**config.mk**
```make
export PLATFORM = sky130hd
export DESIGN_NAME = pwr_recall_seq
export DESIGN_NICKNAME = d
export VERILOG_FILES = /design/src/rtl/pwr_seq_pkg.sv /design/src/rtl/pwr_flag_sync.sv /design/src/rtl/pwr_req_latch.sv /design/src/rtl/pwr_recall_timer.sv /design/src/rtl/pwr_recall_seq.sv
export SDC_FILE = /design/constraint.sdc
export NUM_CORES = 1
export LEC_CHECK = 0
export BUFFER_PORTS_ARGS = -buffer_cell sky130_fd_sc_hd__buf_2
export CAP_MARGIN = 5
export CORE_MARGIN = 4
export CORE_UTILIZATION = 38
export DETAILED_ROUTE_END_ITERATION = 7
export SYNTH_ARGS = -nofsm -noshare
export SYNTH_HDL_FRONTEND = slang
export SYNTH_SLANG_ARGS = --single-unit
```
**constraint.sdc**
```tcl
create_clock -name clk_i -period 4.1 [get_ports clk_i]
set_clock_uncertainty 0.1 [all_clocks]
set_input_delay 1.025 -clock clk_i [delete_from_list [all_inputs] [get_ports clk_i]]
set_output_delay 1.025 -clock clk_i [all_outputs]
set_load 0.02 [all_outputs]
```
**src/rtl/pwr_seq_pkg.sv**
```systemverilog
package pwr_seq_pkg;

  typedef struct packed {
    logic sw;
    logic inh;
    logic rst;
  } supply_lvl_t;

  // Enforce nesting: a higher threshold cannot be above while a lower is not.
  function automatic supply_lvl_t nest_levels(supply_lvl_t raw);
    supply_lvl_t n;
    n.rst = raw.rst;
    n.inh = raw.inh & raw.rst;
    n.sw  = raw.sw & n.inh;
    return n;
  endfunction

  // True on the last cycle of a window of 'limit' cycles counted from zero.
  function automatic logic window_done(logic [31:0] cnt, logic [31:0] limit);
    return cnt == (limit - 32'd1);
  endfunction

endpackage

```
**src/rtl/pwr_flag_sync.sv**
```systemverilog
module pwr_flag_sync #(
  parameter int WIDTH  = 3,
  parameter int STAGES = 2
) (
  input  logic             clk_i,
  input  logic             rst_ni,
  input  logic [WIDTH-1:0] async_i,
  output logic [WIDTH-1:0] sync_o
);

  for (genvar b = 0; b < WIDTH; b++) begin : g_bit
    logic [STAGES-1:0] chain_q;
    always_ff @(posedge clk_i or negedge rst_ni) begin
      if (!rst_ni) chain_q <= '0;
      else         chain_q <= {chain_q[STAGES-2:0], async_i[b]};
    end
    assign sync_o[b] = chain_q[STAGES-1];
  end

endmodule

```
**src/rtl/pwr_req_latch.sv**
```systemverilog
module pwr_req_latch
  import pwr_seq_pkg::*;
(
  input  logic        clk_i,
  input  logic        rst_ni,
  input  supply_lvl_t lvl_i,
  output logic        req_o,
  output logic        start_o
);

  logic req_q;

  assign start_o = req_q & lvl_i.sw;
  assign req_o   = req_q;

  always_ff @(posedge clk_i or negedge rst_ni) begin
    if (!rst_ni)         req_q <= 1'b1;
    else if (!lvl_i.rst) req_q <= 1'b1;
    else if (start_o)    req_q <= 1'b0;
  end

  AST_START_SINGLE: assert property (@(posedge clk_i) disable iff (!rst_ni)
    start_o |=> !start_o);
  AST_REQ_ON_LOW: assert property (@(posedge clk_i) disable iff (!rst_ni)
    !lvl_i.rst |=> req_o);
  AST_NO_START_LOW: assert property (@(posedge clk_i) disable iff (!rst_ni)
    !lvl_i.rst |-> !start_o);

endmodule

```
**src/rtl/pwr_recall_timer.sv**
```systemverilog
module pwr_recall_timer
  import pwr_seq_pkg::*;
#(
  parameter int RECALL_CYCLES = 55000
) (
  input  logic clk_i,
  input  logic rst_ni,
  input  logic start_i,
  input  logic abort_i,
  output logic busy_o,
  output logic expire_o,
  output logic ready_o
);

  localparam int CNT_W = $clog2(RECALL_CYCLES + 1);

  logic [CNT_W-1:0] cnt_q;
  logic             busy_q;
  logic             ready_q;

  assign expire_o = busy_q & window_done(32'(cnt_q), 32'(RECALL_CYCLES));
  assign busy_o   = busy_q;
  assign ready_o  = ready_q;

  always_ff @(posedge clk_i or negedge rst_ni) begin
    if (!rst_ni) begin
      busy_q  <= 1'b0;
      ready_q <= 1'b0;
      cnt_q   <= '0;
    end else if (abort_i) begin
      busy_q  <= 1'b0;
      ready_q <= 1'b0;
      cnt_q   <= '0;
    end else if (start_i) begin
      busy_q  <= 1'b1;
      ready_q <= 1'b0;
      cnt_q   <= '0;
    end else if (expire_o) begin
      busy_q  <= 1'b0;
      ready_q <= 1'b1;
    end else if (busy_q) begin
      cnt_q   <= cnt_q + 1'b1;
    end
  end

  AST_READY_NOT_BUSY: assert property (@(posedge clk_i) disable iff (!rst_ni)
    busy_o |-> !ready_o);
  AST_READY_AFTER_EXPIRE: assert property (@(posedge clk_i) disable iff (!rst_ni)
    $rose(ready_o) |-> $past(expire_o));
  AST_ABORT_CLEARS: assert property (@(posedge clk_i) disable iff (!rst_ni)
    abort_i |=> !ready_o && !busy_o);

endmodule

```
**src/rtl/pwr_recall_seq.sv**
```systemverilog
module pwr_recall_seq
  import pwr_seq_pkg::*;
#(
  parameter int RECALL_CYCLES = 55000,
  parameter int SYNC_STAGES   = 2
) (
  input  logic clk_i,
  input  logic rst_ni,
  input  logic lvl_reset_i,
  input  logic lvl_inhibit_i,
  input  logic lvl_switch_i,
  output logic store_block_o,
  output logic recall_start_o,
  output logic ready_o
);

  supply_lvl_t raw_lvl;
  supply_lvl_t sync_lvl;
  supply_lvl_t lvl;
  logic        req_pending;
  logic        recall_start;
  logic        recall_busy;
  logic        recall_expire;

  assign raw_lvl = '{sw: lvl_switch_i, inh: lvl_inhibit_i, rst: lvl_reset_i};

  pwr_flag_sync #(
    .WIDTH  ($bits(supply_lvl_t)),
    .STAGES (SYNC_STAGES)
  ) sync_i (
    .clk_i   (clk_i),
    .rst_ni  (rst_ni),
    .async_i (raw_lvl),
    .sync_o  (sync_lvl)
  );

  assign lvl = nest_levels(sync_lvl);

  pwr_req_latch req_i (
    .clk_i   (clk_i),
    .rst_ni  (rst_ni),
    .lvl_i   (lvl),
    .req_o   (req_pending),
    .start_o (recall_start)
  );

  pwr_recall_timer #(
    .RECALL_CYCLES (RECALL_CYCLES)
  ) timer_i (
    .clk_i    (clk_i),
    .rst_ni   (rst_ni),
    .start_i  (recall_start),
    .abort_i  (!lvl.rst),
    .busy_o   (recall_busy),
    .expire_o (recall_expire),
    .ready_o  (ready_o)
  );

  assign store_block_o  = !lvl.inh;
  assign recall_start_o = recall_start;

  AST_BLOCK_BELOW_RESET: assert property (@(posedge clk_i) disable iff (!rst_ni)
    !sync_lvl.rst |-> store_block_o);
  AST_START_HAS_REQ: assert property (@(posedge clk_i) disable iff (!rst_ni)
    recall_start_o |=> !req_pending || !lvl.rst);
  AST_EXPIRE_IN_RECALL: assert property (@(posedge clk_i) disable iff (!rst_ni)
    recall_expire |-> recall_busy && !ready_o);

endmodule

```
==> flow_summary.toml <==
[clock_network]
worstSkewPairLatency_ps = 320
cts_buffer_depth = 2
cts_sinks = 25
htree_levels = 1
postCtsHoldBufs = 0
cts_root_buf = "clkbuf_4"
path_clk_slew_ps = 130
cts_made_buffers = 3
post_cts_buffers = 0
cts_tree = "done"
cts_resized = 0

[drt]
postRouteAntennaNets = 0
avgRoutedWirePerCell_um = 13.6
vias = 833
drcViolationCount = 0
dr.pass1.iters = 4
drt_iter0_drc = 41
finalWirelength_um = 2080
vias_per_cell = 5.44

[sta]
hold_violations = 0
tns_ps = 0
timing.fmax_ghz = 0.418
finalCritPeriodShare = 0.583
slew_headroom = 0.622
drv_slew = 0
min_period_ps = 2390
rsz0062_at_grt = "false"
setup_viol = 0
worstMarginPinSlew_ps = 563

[floorplanning]
io_pins = 8
die_area_um2 = 4030
core_um2 = 2850
die_x_um = 63.5
die_y_um = 63.5
rows = 19
start_util = 0.411

[global_routing]
grt_use_total = 0.119
grt_max_degree = 26
grt_overflow = 0
first_global_vias = 857
grt_first_pass_wirelength_um = 3860
antenna_found_initial = 0

[finish]
layout_common_cells = "dfrtp_1 (24), nand2_1 (12), a21oi_1 (8), nor2_1 (8), buf_2 (7)"
area_growth_pct = 7.69
post-route-cell-area_um2 = 1260
multi_input_area_um2 = 518
num-nets-final = 129
fillers = 282
diodes = 0
regArea_um2 = 627
drive_gt1_frac = 0.172
final_common_cell = "dfrtp_1"

[pwr]
p_leak_nw = 0.516
p_clk_frac = 0.281
power.density_nw_per_um2 = 308
p_seq_frac = 0.667
p_sw_frac = 0.239
internal_power_mw = 0.295
switchingPower_mw = 0.0927
peakVddDrop_v = 0.000213
combPwrFrac = 0.052

[setup_path]
regToRegEndpoint = "timer_i.cnt_q[14]"
critPathKind = "reg2out"
crit_required_ps = 2970
r2r-start = "timer_i.cnt_q[1]"
crit_arrival_ps = 1270
ff2ff_setup_slack_ps = 2070
rr_worst_depth = 5
worstSetupEndpointType = "output port"
cp-start-kind = "flop"
worstPathMaxFanout = 3

[yosys]
yosys_warnings = 0
ys_seq_area_frac = 0.535
synth_area_um2 = 1170
synth-seq-cells = 25
yosys_most_used_dff = "dfrtp_1"
async_flop_share = 1.00
synth_edf_count = 0
syn-num-nets = 118
postSynthAreaPerCell_um2 = 10.5
yosysUniqueCellTypes = 38
synth_cells = 112

[run]
cap_violations = 0

[hold_path]
min_from = "sync_i.g_bit[0].chain_q[0]"
hold_depth = 0
whs_endpoint = "sync_i.g_bit[0].chain_q[1]"
hp-class = "reg2reg"

[placed_design]
dp_hpwl_um = 1490
dpl_cell_area_um2 = 1230
place.gp.congestion = 0.771
port_buffers = 7

[outcome]
outcome = "finished clean"
==> per-layer routing <==
layer	up-vias	part of all wire	global-route usage	routed length, µm
met5	-	0	0	0
met1	398	0.47	0.150	985
met2	10	0.49	0.202	1010
met4	0	0.0048	0.0162	10
met3	2	0.032	0.0373	67
li1	423	-	-	-
==> worst max-delay path, stage by stage (launching register included) <==
cell	delay (ps)
dfstp_2	550
nand4_1	150
inv_1	100
buf_2	160
==> state kept, by name (all words and copies together) (netlist names) <==
| name | flops |
|---|---|
| sync_i.g_bit.chain_q | 6 |
| timer_i.ready_o | 1 |
| req_i.req_o | 1 |
| timer_i.cnt_q | 16 |
| timer_i.busy_o | 1 |
==> worst max path at each step <==
| stage | from | slack [ps] | end | depth (start not counted) |
|---|---|---|---|---|
| 6_report | req_i.req_o | 1710 | recall_start_o | 3 |
| 5_1_grt | req_i.req_o | 1610 | recall_start_o | 3 |
| 4_1_cts | req_i.req_o | 1690 | recall_start_o | 3 |
| 3_5_place_dp | req_i.req_o | 2050 | recall_start_o | 3 |
| 3_3_place_gp | req_i.req_o | 2070 | recall_start_o | 3 |
| 2_1_floorplan | req_i.req_o | 2150 | recall_start_o | 2 |
==> synth_stat cells, drive strengths merged, types with 2 or more instances <==
master  instances  share of area
nor3            5          0.021
inv             4          0.013
or2             2          0.011
o21ai           4          0.017
nand4           5          0.032
nor4            4          0.027
and3            2          0.011
a21oi           8          0.034
dfrtp          24           0.51
nand3           6          0.036
nor2            8          0.026
xnor2           6          0.045
or3             4          0.027
nand2          13          0.044
==> cells by family after synthesis <==
family	Yosys count	share of synthesized area
AO/OA/AOI/OAI	20	0.109
XOR/XNOR	7	0.0524
adder cells (fa/ha/maj)	1	0.0107
buffers and inverters	5	0.0224
flip-flops	25	0.535
AND/OR/NAND/NOR	54	0.270
==> area by class of cell <==
| class | instances | area share |
|---|---|---|
| clock buffer | 3 | 0.0179 |
| clock inverter | 1 | 0.00397 |
| inverter | 4 | 0.0119 |
| multi-input combinational | 82 | 0.411 |
| sequential | 25 | 0.497 |
| tap | 31 | 0.0308 |
| timing repair buffer | 7 | 0.0278 |
==> stage by stage <==
stage | setup WS, ps | util | hold slack (ps) | cells | total power, mW
global placement | 2070 | 0.432 | 235 | 149 | 0.283
floorplan | 2150 | - | 231 | 112 | 0.274
global route | 1610 | 0.442 | 293 | 153 | 0.415
finish | 1710 | 0.442 | 268 | 153 | 0.388
CTS | 1690 | 0.442 | 274 | 153 | 0.394
detailed placement | 2050 | 0.432 | 244 | 149 | 0.284
==> power by group through the flow <==
stage	Clock (mW)	Combinational [mW]	Sequential [mW]
after floorplan	0	0.0120	0.262
after global placement	0	0.0205	0.263
after detailed placement	0	0.0207	0.263
after CTS	0.115	0.0207	0.259
after global routing	0.132	0.0233	0.260
final	0.109	0.0200	0.259
No activity file was read; power rests on OpenSTA's default activity.
